## src/rtl/dcc_pkg.sv

```systemverilog
package dcc_pkg;
   localparam int TERMS    = 3;
   localparam int STRIDE_W = 2;

   // a zero stride code is treated as stride 1
   function automatic logic [STRIDE_W-1:0] norm_stride(input logic [STRIDE_W-1:0] s);
      return (s == '0) ? STRIDE_W'(1) : s;
   endfunction
endpackage

```

## src/rtl/dcc_ctrl.sv

```systemverilog
module dcc_ctrl
   import dcc_pkg::*;
(
   input  logic                clk,
   input  logic                rst_n,
   input  logic                in_valid,
   input  logic                row_start,
   input  logic [STRIDE_W-1:0] stride_cfg,
   output logic                take,
   output logic                first,
   output logic                emit
);
   logic                active;
   logic                primed;
   logic [STRIDE_W-1:0] phase;
   logic [STRIDE_W-1:0] stride_q;
   logic                complete;

   assign first    = in_valid && row_start;
   assign take     = in_valid && (row_start || active);
   assign complete = take && !row_start && primed && active;
   assign emit     = complete && (phase == '0);

   // warm-up: element 0 sets active, element 1 sets primed, element 2 completes O_0
   logic seen_one;

   always_ff @(posedge clk) begin
      if (!rst_n) begin
         active   <= 1'b0;
         seen_one <= 1'b0;
         primed   <= 1'b0;
         phase    <= '0;
         stride_q <= STRIDE_W'(1);
      end else if (first) begin
         active   <= 1'b1;
         seen_one <= 1'b1;
         primed   <= 1'b0;
         phase    <= '0;
         stride_q <= norm_stride(stride_cfg);
      end else if (take) begin
         if (!primed) begin
            primed <= seen_one;
         end else begin
            phase <= (phase == stride_q - STRIDE_W'(1)) ? '0 : phase + STRIDE_W'(1);
         end
      end
   end
endmodule

```

## src/rtl/dcc_lane.sv

```systemverilog
module dcc_lane #(
   parameter int IN_W  = 4,
   parameter int OUT_W = 6
) (
   input  logic              clk,
   input  logic              rst_n,
   input  logic              take,
   input  logic              first,
   input  logic              emit,
   input  logic [3*IN_W-1:0] pp,
   output logic [OUT_W-1:0]  sum
);
   localparam int EXT = OUT_W - IN_W;

   logic [OUT_W-1:0] t0, t1, t2;
   logic [OUT_W-1:0] s1, s2;

   assign t0 = {{EXT{pp[IN_W-1]}},   pp[IN_W-1:0]};
   assign t1 = {{EXT{pp[2*IN_W-1]}}, pp[2*IN_W-1:IN_W]};
   assign t2 = {{EXT{pp[3*IN_W-1]}}, pp[3*IN_W-1:2*IN_W]};

   // s1: k1 term of previous element; s2: k1+k2 terms of the two previous elements
   always_ff @(posedge clk) begin
      if (!rst_n) begin
         s1  <= '0;
         s2  <= '0;
         sum <= '0;
      end else if (take) begin
         s1 <= t0;
         s2 <= first ? '0 : (s1 + t1);
         if (emit) sum <= s2 + t2;
      end
   end
endmodule

```

## src/rtl/dcc_row_combiner.sv

```systemverilog
module dcc_row_combiner
   import dcc_pkg::*;
#(
   parameter  int LANES = 2,
   parameter  int IN_W  = 4,
   localparam int OUT_W = IN_W + $clog2(TERMS)
) (
   input  logic                   clk,
   input  logic                   rst_n,
   input  logic                   in_valid,
   input  logic                   row_start,
   input  logic [STRIDE_W-1:0]    stride_cfg,
   input  logic [LANES*3*IN_W-1:0] in_pp,
   output logic                   out_valid,
   output logic [LANES*OUT_W-1:0] out_sum
);
   localparam int LANE_IN = TERMS * IN_W;

   if (LANES < 1 || LANES > 64) begin : g_bad_lanes
      $error("dcc_row_combiner: LANES must be 1..64");
   end
   if (IN_W < 2 || IN_W > 16) begin : g_bad_width
      $error("dcc_row_combiner: IN_W must be 2..16");
   end

   logic take, first, emit;

   dcc_ctrl u_ctrl (
      .clk        (clk),
      .rst_n      (rst_n),
      .in_valid   (in_valid),
      .row_start  (row_start),
      .stride_cfg (stride_cfg),
      .take       (take),
      .first      (first),
      .emit       (emit)
   );

   for (genvar l = 0; l < LANES; l++) begin : g_lane
      dcc_lane #(.IN_W(IN_W), .OUT_W(OUT_W)) u_lane (
         .clk   (clk),
         .rst_n (rst_n),
         .take  (take),
         .first (first),
         .emit  (emit),
         .pp    (in_pp[l*LANE_IN +: LANE_IN]),
         .sum   (out_sum[l*OUT_W +: OUT_W])
      );
   end

   always_ff @(posedge clk) begin
      if (!rst_n) out_valid <= 1'b0;
      else        out_valid <= emit;
   end
endmodule

```

## config.mk

```make
export PLATFORM = sky130hd
export DESIGN_NAME = dcc_row_combiner
export DESIGN_NICKNAME = d
export VERILOG_FILES = /design/src/rtl/dcc_pkg.sv /design/src/rtl/dcc_ctrl.sv /design/src/rtl/dcc_lane.sv /design/src/rtl/dcc_row_combiner.sv
export SDC_FILE = /design/constraint.sdc
export NUM_CORES = 1
export LEC_CHECK = 0
export ABC_AREA = 1
export ABC_CLOCK_PERIOD_IN_PS = 1900
export CORE_UTILIZATION = 51
export DETAILED_ROUTE_END_ITERATION = 8
export PLACE_DENSITY_LB_ADDON = 0.12
export SYNTH_ARGS = -nofsm -noshare
export SYNTH_HDL_FRONTEND = slang
export SYNTH_SLANG_ARGS = --single-unit
```

## constraint.sdc

```tcl
create_clock -name clk -period 1.9 [get_ports clk]
set_input_delay 0.38 -clock clk [delete_from_list [all_inputs] [get_ports clk]]
set_output_delay 0.38 -clock clk [all_outputs]
set_load 0.02 [all_outputs]
```

### After elaboration in Yosys (flattened, before gate mapping)

Index checks and enable logic that the tools add are counted.

| operators by class | value |
|---|---|
| add/sub/neg operators | 6 |
| multiply operators | 0 |
| div/mod/pow operators | 0 |
| magnitude comparators | 0 |
| equality and inequality tests | 1 |
| shifts and indexed selects | 0 |
| mux-type cells | 5 |
| bitwise gates (word level) | 1 |
| reduce and logical (&&, ||, !) cells | 13 |

Operator list:

| operator | count |
|---|---|
| adder 6 bit | 2 |
| two-way mux 6 bit | 2 |
| adder 4 x 4 -> 5 bit | 2 |
| logical AND 1 bit | 6 |
| logical NOT 2 bit | 2 |
| two-way mux 2 bit | 2 |
| AND reduction 2 bit | 2 |
| adder 2 x 1 -> 2 bit, second input constant | 1 |
| == test 2 bit | 1 |
| OR reduction 2 bit | 1 |
| subtractor 2 x 1 -> 2 bit, second input constant | 1 |
| logical NOT 1 bit | 1 |
| logical OR 1 bit | 1 |
| two-way mux 1 bit | 1 |
| inverter 1 bit | 1 |

| word-level totals | value |
|---|---|
| bits in registers | 39 |
| bits in latches | 0 |
| RAM bits | 0 |
| memory bits (read-only) | 0 |
| input port bits | 30 |
| word-level logic and storage cells | 37 |
| memories | 0 |

### Logic depth before layout (Yosys ltp)

Gate-level depths: netlist of the first run.

| logic depth | value |
|---|---|
| word-level depth | 7 |
| gate-level depth with buffers | 9 |
| gate-level depth less buffers | 9 |

### Hierarchy

Synthesis of the first run repeated with hierarchy kept, for this count alone.

| unflattened totals | value |
|---|---|
| cells, all modules | 268 |
| area total of the unflattened synthesis | 2029.4 um^2 |

Modules (own cells, without submodules):

| module | times used | cells each | area each (um^2) |
|---|---|---|---|
| dcc_lane at g_lane[0].u_lane | 1 | 110 | 854.6 |
| dcc_lane at g_lane[1].u_lane | 1 | 111 | 835.8 |
| dcc_ctrl | 1 | 44 | 311.5 |
| dcc_row_combiner | 1 | 3 | 27.5 |

### Worst setup path before layout of the first run

OpenSTA, ideal clock, no wires.

| path | value |
|---|---|
| kind | in2reg |
| start point | input in_pp[8] |
| end point | register g_lane[0].u_lane.sum[4] |
| library setup time | 115 ps |
| arrival | 1366 ps |
| data required time | 1785 ps |
| slack | 419 ps |
| cell stages on the path | 8 |
| cell sequence | ha_1 -> fa_1 -> nand3_1 -> nand2_1 -> nand2_1 -> nand2_1 -> o21ai_0 -> inv_1 |

| on the way | value |
|---|---|
| longest elaborated chain between the ends | 1 |

Ends and longest elaborated chain:

| element | RTL line | source |
|---|---|---|
| start, declared | dcc_row_combiner.sv:13 | `input logic [LANES*3*IN_W-1:0] in_pp,` |
| adder 6 bit | dcc_lane.sv:31 | `if (emit) sum <= s2 + t2;` |
| end signal, assigned | dcc_lane.sv:31 |  |
| end, declared | dcc_lane.sv:11 | `output logic [OUT_W-1:0] sum` |

Every way passes these cells.
A chain may end at the register's enable or synchronous reset.

### Worst setup path in the final report of the first run

| path | value |
|---|---|
| start point | input in_pp[20] |
| end point | register g_lane[1].u_lane.sum[4] |

| on the way | value |
|---|---|
| longest elaborated chain between the ends | 1 |

Ends and longest elaborated chain:

| element | RTL line |
|---|---|
| adder 6 bit | dcc_lane.sv:31 |
| end signal, assigned | dcc_lane.sv:31 |
| end, declared | dcc_lane.sv:11 |

Every way passes these cells.

==> results of run 1 <==
-- cell type report --
| type | count | share of cell area |
|---|---|---|
| clock buffer | 6 | 0.0273 |
| clock inverter | 2 | 0.00376 |
| inverter | 35 | 0.0494 |
| multi-input combinational | 200 | 0.427 |
| sequential | 37 | 0.279 |
| tap | 48 | 0.0226 |
| timing repair buffer | 52 | 0.191 |
-- metrics by stage --
step | std cells | setup WS [ns]
5_1_grt | 380 | 0.139
4_1_cts | 380 | 0.225
3_3_place_gp | 372 | -0.0404
2_1_floorplan | 277 | 0.419
6_report | 380 | 0.234
3_5_place_dp | 372 | -0.0729
-- path summary, 6_finish.rpt --
path                                  startpoint                              endpoint  slack (ns)  cells after the start
max                                    in_pp[20]  g_lane[1].u_lane.sum[4]$_SDFFE_PN0P_        0.23                     10
min          g_lane[1].u_lane.s2[2]$_SDFFE_PN0P_   g_lane[1].u_lane.s2[2]$_SDFFE_PN0P_        0.47                      2
max reg2reg  g_lane[1].u_lane.s2[0]$_SDFFE_PN0P_  g_lane[1].u_lane.sum[4]$_SDFFE_PN0P_        0.43                      9
min reg2reg  g_lane[1].u_lane.s2[2]$_SDFFE_PN0P_   g_lane[1].u_lane.s2[2]$_SDFFE_PN0P_        0.47                      2
-- state kept, by name, summed over array words and instances, names as in the netlist --
register	cells
g_lane.u_lane.sum	12
g_lane.u_lane.s2	10
g_lane.u_lane.s1	8
u_ctrl.phase	2
u_ctrl.stride_q	2
out_valid	1
u_ctrl.active	1
u_ctrl.primed	1
-- routing by layer --
layer  wire (µm)  share of wire  vias up
met5           0              0        -
met4          16         0.0040        0
met3         156          0.039        2
met2        1820           0.46       40
met1        1990           0.50      810
li1            -              -     1001
-- critical path, cell delays in order --
cell and delay, ns:
clkdlybuf4s50_1 0.46, ha_1 0.16, inv_1 0.06, fa_1 0.40, nor2_1 0.11, nor2_1 0.06, nand2_1 0.05, nand2_1 0.04
nor2_1 0.08, nor2_1 0.04
-- power by group --
group	total, mW	internal (mW)	switching [mW]
Sequential	0.815	0.800	0.0145
Combinational	0.276	0.137	0.140
Clock	0.517	0.254	0.264
Total	1.61	1.19	0.418
-- placed cells by master, fill, tap and decap left out, types with 3 or more instances in the layout --
master	n
nand2_1	53
nor2_1	42
clkdlybuf4s50_1	42
dfxtp_1	37
inv_1	34
a21oi_1	27
nand3_1	19
ha_1	19
o21ai_0	17
buf_4	9
clkbuf_8	5
o21ai_1	4
fa_1	4
nand2_2	3
-- cells by family (layout without fill, tap and decap cells) --
| family | count (synthesis) | count (layout) | synth area share |
|---|---|---|---|
| adder cells (fa/ha/maj) | 23 | 23 | 0.156 |
| AND/OR/NAND/NOR | 125 | 125 | 0.268 |
| buffers and inverters | 40 | 95 | 0.0792 |
| XOR/XNOR | 2 | 2 | 0.00860 |
| AO/OA/AOI/OAI | 50 | 50 | 0.125 |
| flip-flops | 37 | 37 | 0.363 |
==> impl_metrics.yaml, run 1 <==
synth:
  synthesis.area_um2: 2040
  yosys.area.top_type: "dfxtp_1"
  ys_ff_latch: 37
  synth_fp_nets: 330
  synth.top_cells.by_count: "53 x nand2_1, 42 x nor2_1, 37 x dfxtp_1"
  syn_area_per_cell_um2: 7.36
  async_flop_share: 0
  synth_edf_count: 0
  ys.flop_type: "dfxtp_1"
  ys_top_cells_by_area: "dfxtp_1 36%, ha_1 12%, nand2_1 9.8%"
  synthCells: 277
  synthDistinctLibCells: 27
  yosysWarnings: 0
  synth_top_area_share: 0.363
  synth.most_common_cell: "nand2_1"
  yosysSeqAreaShare: 0.363
die:
  rows: 22
  pin_count: 43
  core-area_um2: 3740
  die_w_um: 65.2
  fp.dieArea_um2: 4250
  die_y_um: 65.2
  start_util: 0.544
grt:
  grt_max_degree: 20
  grt_overflow_total: 0
  antenna_found_initial: 0
  grtUsageMet2: 0.365
  grt.busiest_layer: "met2"
  grt_pass1_wl_um: 7300
  grtUsageMet3: 0.0417
  track_usage: 0.222
  grt_pass1_vias: 1771
  grtUsageMet1: 0.285
cts:
  cts_num_sinks: 37
  tritoncts: "built"
  htreeDepth: 2
  cts.repair.resized: 0
  post_cts_buffers: 0
  clock_latency_ns: 0.29
  path_clk_slew_ns: 0.07
  cts-hold-fix-buffers: 0
  cts_root_buf: "clkbuf_8"
  cts_made_buffers: 5
  clockBufferDepth: 2
routing:
  drtPass1Iterations: 4
  wl_per_cell_um: 10.5
  via_count: 1853
  drc: 0
  via_per_inst: 4.88
  drtAntennaViolNets: 0
  drt_iter0_drc: 96
  wl_um: 3990
timing:
  finalSetupTns_ns: 0
  slew_headroom: 0.798
  worst_pin_slew_ns: 0.303
  period_needed_ns: 1.67
  slew_viol_final: 0
  final.period_utilization: 0.877
  whs_ns: 0.468
  clock.fmax_mhz: 600
  finalSetupViolCount: 0
  rsz0062_at_grt: "false"
  fin_skew_ns: 0.00692
  hold_violations: 0
placement:
  place_congestion: 0.812
  dp_hpwl_um: 3120
  port_buffers: 42
  placed_area_um2: 2580
cells_and_area:
  area.growth.synth_to_final_pct: 30.4
  nets: 384
  design_area_um2: 2660
  multi_input_area_um2: 1140
  antennaDiodeCount: 0
  drive_above_1_share: 0.0753
  final_util: 0.710
  nFillCells: 334
  ff_latch_area_um2: 741
run_status:
  status: "complete, no violations"
power_and_ir_drop:
  p_total_mw: 1.61
  cellPowerDensity_nw_per_um2: 605
  ir_drop_v: 0.000393
  leakage_nw: 1.20
critical_path:
  cp_max_fo: 2
  critPathKind: "input port to flop"
  cp.required_ns: 2.08
  cp-start-kind: "input port"
  cp.arrival_ns: 1.84
  cp-end-kind: "flop"
job:
  drv_cap: 0
min_path:
  hold_class: "flop to flop"
(Power assumes the default switching activity.)
==> run 2: changes to the inputs <==
Settings changed: ABC_AREA 1 to not set, CORE_UTILIZATION 51 to 50.
==> run 2 against run 1 <==
- global-route usage grew 0.38 points
- critical path depth down 2
- sequential cell count unchanged
- clock-buffer cell count rose by 2
- synthesized area down 2.2%
- critical endpoint unchanged
- core utilization increased by 0.067 points
- clock skew about the same
- sequential share of layout area is essentially flat
- first-iteration DRC count decreased by 29%
- maximum frequency shrank 7.8%
- final cell count down 12%
- highest routed layer unchanged
==> impl_metrics.yaml, run 2 <==
run_status:
  status: "complete, no violations"
grt:
  grt_pass1_vias: 1660
  grt_overflow_total: 0
  antenna_found_initial: 0
  track_usage: 0.225
  grt_max_degree: 39
  grt_pass1_wl_um: 7250
routing:
  drtPass1Iterations: 4
  via_per_inst: 5.11
  drtAntennaViolNets: 0
  via_count: 1701
  drc: 0
  wl_um: 3920
  drt_iter0_drc: 68
  wl_per_cell_um: 11.8
synth:
  ys_ff_latch: 37
  synth_top_area_share: 0.372
  ys_top_cells_by_area: "dfxtp_1 37%, ha_1 12%, nand2_1 6.2%"
  yosysWarnings: 0
  synth_edf_count: 0
  synthDistinctLibCells: 39
  yosysSeqAreaShare: 0.372
  ys.flop_type: "dfxtp_1"
  synth.most_common_cell: "dfxtp_1"
  synthCells: 227
  syn_area_per_cell_um2: 8.78
  synth_fp_nets: 280
  yosys.area.top_type: "dfxtp_1"
  synth.top_cells.by_count: "37 x dfxtp_1, 33 x nand2_1, 19 x ha_1"
  synthesis.area_um2: 1990
  async_flop_share: 0
placement:
  placed_area_um2: 2580
  dp_hpwl_um: 3090
  port_buffers: 42
  place_congestion: 0.802
cells_and_area:
  reg_top3: "g_lane.u_lane.sum: 12 flops, g_lane.u_lane.s2: 10 flops, g_lane.u_lane.s1: 8 flops"
  area.growth.synth_to_final_pct: 33.5
  drive_above_1_share: 0.0877
  nets: 337
  largest_register: "g_lane.u_lane.sum"
  final_util: 0.711
  layout_commonest_cell: "clkdlybuf4s50_1"
  largest_reg_flops: 12
  antennaDiodeCount: 0
  design_area_um2: 2660
  final_cell_mix: "42 x clkdlybuf4s50_1, 37 x dfxtp_1, 33 x nand2_1"
cts:
  htreeDepth: 2
  tritoncts: "built"
  cts-hold-fix-buffers: 0
  clock_latency_ns: 0.29
  post_cts_buffers: 0
  clockBufferDepth: 2
  cts_num_sinks: 37
  cts.repair.resized: 0
  cts_root_buf: "clkbuf_8"
  path_clk_slew_ns: 0.07
  cts_made_buffers: 5
timing:
  worst_pin_slew_ns: 0.377
  finalSetupViolCount: 0
  hold_violations: 0
  slew_viol_final: 0
  slew_headroom: 0.742
  period_needed_ns: 1.81
  rsz0062_at_grt: "false"
  fin_skew_ns: 0.00685
  clock.fmax_mhz: 554
  whs_ns: 0.461
  final.period_utilization: 0.951
  finalSetupTns_ns: 0
power_and_ir_drop:
  ir_drop_v: 0.000371
  cellPowerDensity_nw_per_um2: 590
  leakage_nw: 1.12
  p_total_mw: 1.57
die:
  pin_count: 43
  rows: 22
  fp.dieArea_um2: 4240
  die_w_um: 65.1
  core-area_um2: 3740
  die_y_um: 65.1
  start_util: 0.532
job:
  drv_cap: 0
min_path:
  hold_class: "flop to flop"
critical_path:
  r2r_slack_ns: 0.27
  cp-end-kind: "flop"
  cp-start-kind: "input port"
  cp.required_ns: 2.07
  critPathKind: "input port to flop"
  cp_max_fo: 2
  cp.arrival_ns: 1.98
==> run 2: cell types whose count changed after synthesis, moves of 4 or more <==
cell,change
nand3_1,-8
nand2_1,-20
a21boi_0,+13
a22oi_1,+4
inv_1,-17
nor2_1,-35
o21ai_0,-7
a21oi_1,-13
nor2b_1,+6
xnor2_1,+7
==> run 2: metrics by stage <==
stage,std cells,worst slack (ns)
global route,333,0.00338
global placement,325,-0.185
CTS,333,0.0816
detailed placement,325,-0.218
finish,333,0.0935
floorplan,227,0.299
==> run 2: layout make-up <==
| class | instances | area (µm²) |
|---|---|---|
| clock buffers | 8 | 80.1 |
| fillers | 316 | 1080 |
| inverters | 17 | 63.8 |
| multi-input cells | 163 | 1140 |
| flip-flops and latches | 37 | 741 |
| well taps | 48 | 60.1 |
| repair buffers | 60 | 581 |
==> run 2: critical path, stage by stage <==
cell and delay [ns]:
clkdlybuf4s50_1 0.46, ha_1 0.16, inv_1 0.06, fa_1 0.41
nand2b_1 0.19, a21oi_2 0.14, xnor2_1 0.12, o21ai_0 0.08
==> run 2: cell families after synthesis <==
logic type | count (synthesis) | synth area share
AOI/OAI and AO/OA | 55 | 0.182
and+or+nand+nor | 75 | 0.182
DFF | 37 | 0.372
buffers and inverters | 27 | 0.0603
muxes | 1 | 0.00502
adders and majority gates | 23 | 0.159
xor gates and xnor gates | 9 | 0.0396
==> run 2: power breakdown <==
| part | internal [mW] | total, mW | switching, mW |
|---|---|---|---|
| clock | 0.260 | 0.516 | 0.256 |
| combinational | 0.141 | 0.248 | 0.107 |
| sequential | 0.793 | 0.806 | 0.0125 |
| total | 1.19 | 1.57 | 0.375 |
==> run 2: path summary, 6_finish.rpt <==
kind / start / to / cells past startpoint
setup / recovery: in_pp[20] / g_lane[1].u_lane.sum[4]$_SDFFE_PN0P_ / 8
setup reg to reg: g_lane[1].u_lane.s2[0]$_SDFFE_PN0P_ / g_lane[1].u_lane.sum[4]$_SDFFE_PN0P_ / 7
hold / removal: g_lane[1].u_lane.sum[2]$_SDFFE_PN0P_ / g_lane[1].u_lane.sum[2]$_SDFFE_PN0P_ / 2
hold reg to reg: g_lane[1].u_lane.sum[2]$_SDFFE_PN0P_ / g_lane[1].u_lane.sum[2]$_SDFFE_PN0P_ / 2
==> run 2: layer usage <==
layer,track usage,vias up,part of all wire
met2,0.361,38,0.47
met3,0.0625,8,0.043
met4,0.0870,0,0.015
li1,-,890,-
met1,0.288,765,0.48
met5,0,-,0
==> run 3: changes to the inputs <==
Settings changed: CORE_MARGIN set to 2.
==> run 3 against run 2 <==
- core utilization about the same
- sequential power about the same
- via count did not move
- critical path depth fell by 1
- combinational power is essentially flat
- clock skew down 0.0046 ns
- clock-buffer cell count shrank 2
- global-route usage decreased by 1.6 points
- largest cell class unchanged
==> impl_metrics.yaml, run 3 (same netlist as run 2, synthesis figures left out) <==
critical_path:
  path_cells: "clkdlybuf4s50_1 -> ha_1 -> fa_1 -> a21o_1 -> a21oi_2 -> xnor2_1 -> o21ai_0"
  critPathKind: "input port to flop"
  critical-path-max-stage-delay_ns: 0.41
  cp_max_fo: 2
  crit_slowest_cell: "clkdlybuf4s50_1"
  cp.required_ns: 2.07
  cp-start-kind: "input port"
  cp-end-kind: "flop"
  cp.arrival_ns: 1.96
grt:
  grt_pass1_vias: 1686
  track_usage: 0.209
  antenna_found_initial: 0
  grt_overflow_total: 0
  grt_max_degree: 39
  grt_pass1_wl_um: 7220
  grtUsageMet1: 0.262
  grt.busiest_layer: "met2"
  grtUsageMet2: 0.366
  grtUsageMet3: 0.0417
cts:
  clockBufferDepth: 2
  cts_made_buffers: 5
  tritoncts: "built"
  htreeDepth: 2
  cts_num_sinks: 37
  path_clk_slew_ns: 0.07
  cts_root_buf: "clkbuf_8"
  clock_latency_ns: 0.28
die:
  die_w_um: 67.1
  fp.dieArea_um2: 4510
  pin_count: 43
  start_util: 0.532
  die_y_um: 67.1
  rows: 22
  core-area_um2: 3740
routing:
  via_per_inst: 5.14
  drtPass1Iterations: 4
  via_count: 1701
  drc: 0
  drt_iter0_drc: 79
  wl_um: 4010
  drtAntennaViolNets: 0
  wl_per_cell_um: 12.1
timing:
  whs_ns: 0.467
  worst_pin_slew_ns: 0.355
  final.period_utilization: 0.944
  setup_ws_ns: 0.107
  slew_headroom: 0.757
  finalSetupTns_ns: 0
  finalSetupViolCount: 0
  slew_viol_final: 0
  period_needed_ns: 1.79
  hold_violations: 0
  fin_skew_ns: 0.00222
  clock.fmax_mhz: 558
cells_and_area:
  layout_commonest_cell: "clkdlybuf4s50_1"
  final_cell_count_no_fill: 331
  nets: 335
  reg_top3: "g_lane.u_lane.sum: 12 flops, g_lane.u_lane.s2: 10 flops, g_lane.u_lane.s1: 8 flops"
  largest_register: "g_lane.u_lane.sum"
  antennaDiodeCount: 0
  largest_reg_flops: 12
  drive_above_1_share: 0.0954
  area.growth.synth_to_final_pct: 33.5
  design_area_um2: 2660
  final_util: 0.711
  final_cell_mix: "42 x clkdlybuf4s50_1, 37 x dfxtp_1, 33 x nand2_1"
placement:
  dp_hpwl_um: 3170
  dp.cells: 323
  placed_area_um2: 2560
  port_buffers: 42
  place_congestion: 0.772
  pre_cts_ws_ns: -0.217
run_status:
  status: "complete, no violations"
power_and_ir_drop:
  cellPowerDensity_nw_per_um2: 590
  leakage_nw: 1.12
  ir_drop_v: 0.000489
  p_total_mw: 1.57
job:
  drv_cap: 0
min_path:
  hold_class: "flop to flop"
-- run 3: worst paths after layout --
check,slack (ns),startpoint,endpoint,cells after the start
max,0.11,in_pp[8],g_lane[0].u_lane.sum[4]$_SDFFE_PN0P_,7
min,0.47,g_lane[0].u_lane.s1[2]$_SDFFE_PN0P_,g_lane[0].u_lane.s1[2]$_SDFFE_PN0P_,2
max reg2reg,0.31,g_lane[0].u_lane.s2[0]$_SDFFE_PN0P_,g_lane[0].u_lane.sum[4]$_SDFFE_PN0P_,6
min reg2reg,0.47,g_lane[0].u_lane.s1[2]$_SDFFE_PN0P_,g_lane[0].u_lane.s1[2]$_SDFFE_PN0P_,2
-- run 3: critical path, delay by kind of cell --
kind                     cells  cell delay (ns)
adder cells (fa/ha/maj)      2             0.63
AO/OA/AOI/OAI                3             0.41
buffers and inverters        1             0.41
XOR/XNOR                     1             0.12
-- run 3: report_power, final --
group	leakage (nW)	switching [mW]	total [mW]	internal [mW]
Combinational	0.778	0.109	0.248	0.139
Clock	0.0450	0.261	0.515	0.254
Sequential	0.300	0.0127	0.806	0.793
-- run 3: area by class of cell --
class / instances / area [µm²]
Clock buffer: 6 / 72.6
Clock inverter: 2 / 10.0
Fill cell: 329 / 1080
Inverter: 17 / 63.8
Multi-Input combinational cell: 163 / 1150
Sequential cell: 37 / 741
Tap cell: 48 / 60.1
Timing Repair Buffer: 58 / 566
-- run 3: per-layer routing --
layer | routed length, µm | vias up
met5 | 0 | -
met4 | 31 | 0
met3 | 160 | 5
met2 | 1900 | 38
met1 | 1920 | 770
li1 | - | 888
-- run 3: timing repair --
action	in CTS	in global routing
hold buffers	0	0
endpoints found under the setup margin	0	2
gates resized for setup	0	3
buffers inserted	0	0
